## src/rtl/fan_kick_ctrl.sv

```systemverilog
module fan_kick_ctrl #(
  parameter int PRESCALE_DIV = 1000,
  parameter int KICK_TICKS   = 250
) (
  input  logic       clk,
  input  logic       rst_n,
  input  logic       fan_mode,
  input  logic       wr_en,
  input  logic [2:0] wr_speed,
  output logic [7:0] rd_data,
  output logic       shdn_n,
  output logic [2:0] fs_n,
  output logic [3:0] od_pull
);
  localparam int PW = (PRESCALE_DIV > 1) ? $clog2(PRESCALE_DIV) : 1;
  localparam int TW = $clog2(KICK_TICKS + 1);

  logic [2:0]    speed_q;
  logic [PW-1:0] pre_q;
  logic [TW-1:0] tick_q;
  logic          boosting;
  logic          start_boost;
  logic          stop_fan;
  logic [2:0]    eff_code;

  assign boosting    = (tick_q != '0);
  assign start_boost = wr_en && (speed_q == 3'd0) && (wr_speed != 3'd0);
  assign stop_fan    = wr_en && (wr_speed == 3'd0);

  always_ff @(posedge clk or negedge rst_n) begin
    if (!rst_n) begin
      speed_q <= 3'd0;
      pre_q   <= '0;
      tick_q  <= '0;
    end else begin
      if (wr_en) speed_q <= wr_speed;
      if (stop_fan) begin
        tick_q <= '0;
        pre_q  <= '0;
      end else if (start_boost) begin
        tick_q <= TW'(KICK_TICKS);
        pre_q  <= '0;
      end else if (boosting) begin
        if (pre_q == PW'(PRESCALE_DIV - 1)) begin
          pre_q  <= '0;
          tick_q <= tick_q - TW'(1);
        end else begin
          pre_q <= pre_q + PW'(1);
        end
      end
    end
  end

  assign eff_code = boosting ? 3'b111 : speed_q;
  assign shdn_n   = (eff_code != 3'd0);
  assign fs_n     = ~eff_code;
  assign od_pull  = fan_mode ? {~fs_n, ~shdn_n} : 4'b0000;
  assign rd_data  = {5'b00000, speed_q};
endmodule

```

## config.mk

```make
export PLATFORM = sky130hd
export DESIGN_NAME = fan_kick_ctrl
export DESIGN_NICKNAME = d
export VERILOG_FILES = /design/src/rtl/fan_kick_ctrl.sv
export SDC_FILE = /design/constraint.sdc
export NUM_CORES = 1
export LEC_CHECK = 0
export BUFFER_PORTS_ARGS = -buffer_cell sky130_fd_sc_hd__buf_2
export CAP_MARGIN = 20
export CORE_UTILIZATION = 40
export CTS_CLUSTER_SIZE = 20
export DETAILED_ROUTE_END_ITERATION = 8
export RECOVER_POWER = 50
export SKIP_LAST_GASP = 1
export SYNTH_ARGS = -nofsm -noshare
export SYNTH_HDL_FRONTEND = slang
export SYNTH_SLANG_ARGS = --single-unit
```

## constraint.sdc

```tcl
create_clock -name clk -period 3.8 [get_ports clk]
set_input_delay 0.19 -clock clk [delete_from_list [all_inputs] [get_ports clk]]
set_output_delay 0.19 -clock clk [all_outputs]
set_load 0.01 [all_outputs]
```

==> summary by stage, run 1 <==
Layout
The total number of nets in the final design is 175. Compared with the post-synthesis result, the final layout area differs by 10.4%. The layout has 331 filler cells. The fraction of final layout cells with drive strength greater than 1 is 0.171. In the layout the commonest cells are dfrtp_1, nor2_1, buf_2.

The end-of-flow core utilization is 0.473. The repair_antennas step left the layout with diodes totalling 0. The library cell used most frequently in the layout, excluding fill and tap cells, is dfrtp_1. Once layout is done, the placed cells without fillers occupy 0.00147 mm².

Setup path
The depth of the most critical reg-to-reg path is 5. The endpoint of the worst register-to-register path is tick_q[3]. The launching point of the worst reg2reg path is pre_q[0].

Along the worst path, the maximum fanout reaches 8. The worst path required time is ~3600 ps. The data arrival time at the worst-slack endpoint is 2240 ps.

STA classifies the critical path startpoint as a register. STA classifies the critical path endpoint as an output pin. The reg2reg setup slack is 1460 ps. The kind of critical path is register to output pin.

Min path
The worst hold path terminates at speed_q[0]. The hold path depth is 2. The type of the worst min-delay path is input pin to register. The startpoint identified for the worst hold timing path is wr_speed[0].

Synth
The flip-flop and latch count after synthesis is 21. In this run, synthesis inferred 0 flip-flops with an integrated enable. Of the post-synthesis cell area, the dominant cell type holds 0.395.

Ranked by total cell area, the synthesized netlist is headed by dfrtp_1, nor2_1, a21oi_1, buf_4, ha_1. The synthesized area per cell is about 9 µm². The largest total area in the synthesized netlist belongs to dfrtp_1. The sequential fraction of the synthesis area is 0.395. The dominant register cell in the synthesized netlist is dfrtp_1.

The number of warnings printed during yosys synthesis is 0. The count of mapped cells out of synthesis is approximately 150. Counting distinct cell types in the post-synthesis netlist gives 43.

The summed instance area of the synthesized netlist is 0.00133 mm². The share of flip-flops with an asynchronous set or reset after synthesis is 1.00.

GRT
The total global-route track usage is 0.177. The total overflow left after global routing is 0. The maximum number of pins on one net before global-route repair is 22. The first global-routing pass estimated between 4 and 5 mm of wire. The number of global-route vias before repair was between 1,000 and 1,500. The initial antenna violation count came to 0.

Route
The final route contains 1,130 vias. The routed wirelength normalized by instance count is roughly 14 µm. Wires add up to 2.82 mm. The average vias per placed instance is about 5.4.

The total DRC errors in the routed layout is 0. The first-iteration detailed-routing DRC count is 70. The detail route stage leaves a number of antenna-violating nets equal to 0. The length of the first detailed-routing pass in iterations is 4.

STA
The headroom to the max-slew limit is 0.230. The slack of the critical path is between 1000 and 1500 ps. The clock period minus final worst setup slack is 2430 ps.

The number of max-slew violations in the final report is 0. The largest clock skew in the final design is 1.33 ps. The final hold violation count is 0.

For this run, the top clock speed supported by timing is between 0.4 and 0.5 GHz. Setup repair after global routing left no endpoint under its margin. For the pin with the worst max-slew slack, the measured transition is approximately 1200 ps. The final sum of negative setup slack is 0 ps. Setup violations remaining at the end of the flow were counted as 0. Of the available clock period, the critical path in the final layout requires 0.639.

Floorplan
The floorplan step defined a die boundary enclosing 0.00356 mm². The region available for standard cell placement spans 0.00310 mm². The number of cell rows is 20. During I/O placement, the number of pins put on the boundary was 23. The floorplan step set the die width to roughly 60 µm. The overall die height is 59.7 µm. The initial utilization of the core area, before any placement, comes to 0.429.

Clock network
TritonCTS built the clock tree. The clock transition at the registers of the reported paths is between 100 and 150 ps. The number of clock buffers added by TritonCTS is 3. CTS built an H-tree with a depth of 1. The master cell of the clock root buffer is clkbuf_4. The number of gates resized after CTS was 0.

The later pin in the worst-skew pair is clocked with a latency of about 300 ps. The clock sink count is 21. Counting along the longest clock path gives a buffer depth of 2.

Power and ir drop
The worst supply voltage drop on vdd is approximately 0.22 mV. The overall power after layout is roughly 650 µW. Dividing total power by cell area gives a power density of between 400 and 500 mW/mm².

The static leakage is roughly 0.00063 µW.

Job
The tool flagged a number of max-cap violations equal to 0.

Place
At the end of routability-driven placement, the weighted congestion stood at 0.821. The placed wire-length estimate is about 2.1 mm. Before CTS, the worst setup slack after placement is 1490 ps. The post-detailed-placement cell area is 0.00144 mm².

During placement, the flow inserted port buffers numbering 17.

Run status
The run finished with clean final reports.
[worst max-delay path by stage]
stage / endpoint / from / depth (start not counted) / slack, ps
2_1_floorplan: od_pull[0] / tick_q[0] / 6 / 1870
4_1_cts: od_pull[0] / tick_q[1] / 7 / 1340
3_3_place_gp: tick_q[3] / pre_q[0] / 5 / 1570
5_1_grt: od_pull[0] / tick_q[0] / 7 / 1150
3_5_place_dp: tick_q[1] / tick_q[0] / 6 / 1490
6_report: od_pull[0] / tick_q[1] / 7 / 1370
[per-layer routing]
layer	vias up	wire length [µm]	global-route usage
met5	-	0	0
met4	0	18	0.0631
met3	2	72	0.0195
met2	20	1330	0.259
met1	545	1400	0.267
li1	563	-	-
[stage by stage]
step                      instances  hold WS (ps)
after floorplan                 150          -106
after CTS                       208           131
final                           208           151
after global placement          203           181
after global routing            208           147
after detailed placement        203           186
[power breakdown]
part	internal, µW	leakage (µW)	total, µW	switching, µW
clock network	40.9	0.0000150	110	69.3
registers	269	0.000269	321	51.9
logic	99.9	0.000350	224	124
total	410	0.000633	655	245
[Yosys cell counts (4+ instances only)]
library cell  count
dfrtp_1          21
nor2_1           18
a21oi_1          10
nand2_1           8
buf_4             6
inv_1             6
nand3_1           6
or4_1             5
and3_1            4
o31ai_1           4
or3_1             4
xnor2_1           4
[area by class of cell]
| type | count | area (µm²) | area share |
|---|---|---|---|
| inverters | 6 | 22.5 | 0.0153 |
| clock buffers | 4 | 26.3 | 0.0179 |
| repair buffers | 20 | 106 | 0.0724 |
| flip-flops and latches | 21 | 526 | 0.358 |
| well taps | 44 | 55.1 | 0.0375 |
| multi-input cells | 113 | 733 | 0.499 |
[flip-flops by register name, summed over array words and instances, names as in the netlist]
signal and flops:
pre_q 10, speed_q 3, tick_q 8
[cells by family after synthesis]
group | after synthesis | share of synthesized area
flops | 21 | 0.395
compound gates | 36 | 0.187
buf+inv | 16 | 0.0649
fa+ha+maj | 3 | 0.0282
simple gates | 62 | 0.270
mux | 3 | 0.0254
other cells | 1 | 0.00282
xor+xnor | 4 | 0.0263
[worst max-delay path, stage by stage (launching register included)]
cell and delay (ps):
dfrtp_1 430, inv_1 100, ha_1 140, nor3b_2 400, nand2_2 190, or4_1 450, nor2_1 100, buf_2 130
[timing repair]
item	in CTS	in global routing
setup buffers	0	0
hold endpoints to repair	21	0
hold buffers	1	0
Power figures use the tool's default switching activity.
==> run 2: changes to the inputs <==
==> constraint.sdc (replaced) <==
create_clock -name clk -period 2.2 [get_ports clk]
set_input_delay 0.11 -clock clk [delete_from_list [all_inputs] [get_ports clk]]
set_output_delay 0.11 -clock clk [all_outputs]
set_load 0.01 [all_outputs]
==> run 2 against run 1 <==
Net effect: clock power increased by 75%; final cell count is 6.7% higher; worst hold slack worse by 86 ps; sequential share of layout area is 3.0 points lower; combinational power grew 100%; worst setup slack got worse by 1300 ps; register-to-register slack worse by 1400 ps; clock-buffer cell count down 1; non-clock buffer count up 14; core utilization increased by 4.4 points; wire length grew 11%; critical endpoint is now pre_q[9].
==> summary by stage, run 2 (synthesis results as in run 1) <==
Run status
The run finished with clean final reports.

Layout
The post-layout instance area came to 0.00161 mm² (+9.3%). In the layout the commonest cells are dfrtp_1, nor2_1, buf_4. The synthesis-to-finish area growth is 20.7%. The count of non-filler cells in the finished layout came to 222 (+6.7%). The largest registers in the layout are pre_q: 10 flops, tick_q: 8 flops, speed_q: 3 flops.

The number of filler instances in the final layout is 307 (-7.3%). The number of flip-flops in the largest register was 10 (unchanged). The total number of nets in the final design is 189 (+8.0%). The total inserted antenna cells is 0 (unchanged). The register name with the most flops is pre_q. Leaving out fill and tap cells, the most frequent cell in the layout is dfrtp_1. The fraction of final layout cells with drive strength greater than 1 came to 0.264 (+0.0933).

Floorplan
The width of the die is 59.7 µm (unchanged). The number of cell rows came to 20 (unchanged). The core outline area came to 0.00310 mm² (unchanged). The boundary pin count was 23 (unchanged). The overall die height is 59.7 µm (unchanged).

The area of the die was 0.00356 mm² (unchanged). The initial cell density of the core is 0.429 (unchanged).

Route
The length of the first detailed-routing pass in iterations was 4 (unchanged). The overall via count from detail_route came to 1,163 (+2.9%). The first-iteration detailed-routing DRC count is 91 (+30%). The routed wirelength normalized by instance count is 14.1 µm (+4.0%). The total DRC errors in the routed layout came to 0 (unchanged). The average vias per placed instance is 5.24 (-3.6%). The number of antenna-violating nets in the routed design was 0 (unchanged).

The overall routed net length came to 3.13 mm (+11%).

GRT
The global-route congestion overflow total is 0 (unchanged). The total global-route track usage is 0.183 (+0.00656). The number of global-route vias before repair was 1,058 (+3.0%). The maximum number of pins on one net before global-route repair is 22 (unchanged). The initial antenna violation count is 0 (unchanged). The first-pass GRT wire length is 4.90 mm (+2.2%).

Clock network
The clock sink count came to 21 (unchanged). The clock transition at the registers of the reported paths is 120 ps (about the same). TritonCTS built the clock tree.

The clock network latency to the later pin of the worst-skew pair is 300 ps (about the same). The root buffer cell chosen for the clock tree is clkbuf_4. The H-tree level count was 1 (unchanged).

The number of buffers inserted during clock tree synthesis was 3 (unchanged). The buffer depth of the longest clock path is 2 (unchanged).

Setup path
The worst path required time is 2440 ps (-1170 ps). The type of destination of the critical path is a register. The largest fanout on the critical path is 9 (+1). The kind of critical path is register to register. The data arrival time at the worst-slack endpoint is 2360 ps (+120 ps). The launching point of the worst reg2reg path is tick_q[0].

The worst setup path is launched from a register. The most critical setup path has its startpoint at tick_q[0].

Place
The placed wire-length estimate is 2.20 mm (+4.4%). The post-detailed-placement cell area is 0.00150 mm² (+4.7%). The placer congestion estimate is 0.797 (-2.9%).

The cell total after placement is 212 (+4.4%). The pre-CTS worst setup slack is 175 ps (-1320 ps). The number of port buffers is 17 (unchanged).

Power and ir drop
The power density over cell area came to 754 mW/mm² (+69%). The static leakage came to 0.000713 µW (+13%). The overall power after layout is 1210 µW (+85%). The worst supply voltage drop on vdd is 0.411 mV (+86%).

STA
The largest clock skew in the final design is 1.10 ps (-0.234 ps). In the finished design, the share of the clock period the worst path needs comes to 0.966. Based on the critical path, the design can be clocked at up to about 0.47 GHz.

The final hold violation count was 0 (unchanged). The number of max-slew violations in the final report is 0 (unchanged). The transition time at the pin with the least slew margin is 1200 ps (+44.9 ps).

The slack of the critical path is 75.6 ps (-1290 ps). The clock period minus final worst setup slack is around 2100 ps. The final sum of negative setup slack was 0 ps (unchanged). Setup repair after global routing could not meet its margin everywhere.

The headroom to the max-slew limit was 0.200 (-0.0299). The final setup violation count is 0 (unchanged).

Job
The number of maximum-capacitance violations is 0 (unchanged).

Min path
The startpoint of the lowest-slack hold path is wr_speed[2]. The type of the worst min-delay path is input pin to register.
-- run 2: metrics by stage --
step,util,hold WS (ps)
floorplan,-,-186
global placement,0.485,99.8
detailed placement,0.485,104
CTS,0.501,55.0
global route,0.517,65.7
finish,0.517,65.1
-- run 2: where the power goes --
group / switching [µW] / leakage [µW] / internal (µW)
sequential: 104 / 0.000269 / 464
combinational: 229 / 0.000427 / 222
clock: 124 / 0.0000177 / 67.8
total: 456 / 0.000713 / 754
-- run 2: layout make-up --
| cell class | count | area (µm²) | share of cell area |
|---|---|---|---|
| Clock inverter | 1 | 5.00 | 0.00312 |
| Inverter | 6 | 22.5 | 0.0140 |
| Multi-Input combinational cell | 113 | 762 | 0.475 |
| Sequential cell | 21 | 526 | 0.327 |
| Tap cell | 44 | 55.1 | 0.0343 |
| Clock buffer | 3 | 22.5 | 0.0140 |
| Timing Repair Buffer | 34 | 213 | 0.133 |
-- run 2: layer usage --
layer	GRT usage	wire length [µm]
met2	0.289	1560
met1	0.259	1510
met5	0	0
met3	0.0260	44
met4	0.0598	17
-- run 2: worst paths after layout --
kind	depth (start not counted)	slack [ps]	to
hold / removal	2	70	speed_q[2]
hold reg to reg	2	570	pre_q[1]
setup reg to reg	8	80	pre_q[9]
min in group asynchronous	2	550	tick_q[2]
max in group asynchronous	2	940	tick_q[5]
setup / recovery	8	80	pre_q[9]
-- run 2: what timing repair did --
| item | CTS | global route |
|---|---|---|
| pin swaps | 0 | 2 |
| setup buffers | 1 | 4 |
| gates resized for setup | 1 | 4 |
| endpoints found under the hold margin | 21 | 0 |
| hold buffers | 1 | 0 |
| endpoints found under the setup margin | 2 | 6 |
-- run 2: critical path, stage by stage, from the launching register on --
cell and delay (ps):
dfrtp_1 420, inv_1 80, ha_1 200, nor3b_4 160, buf_4 170, and2_1 190, buf_4 180, or4_1 500
a21oi_1 150
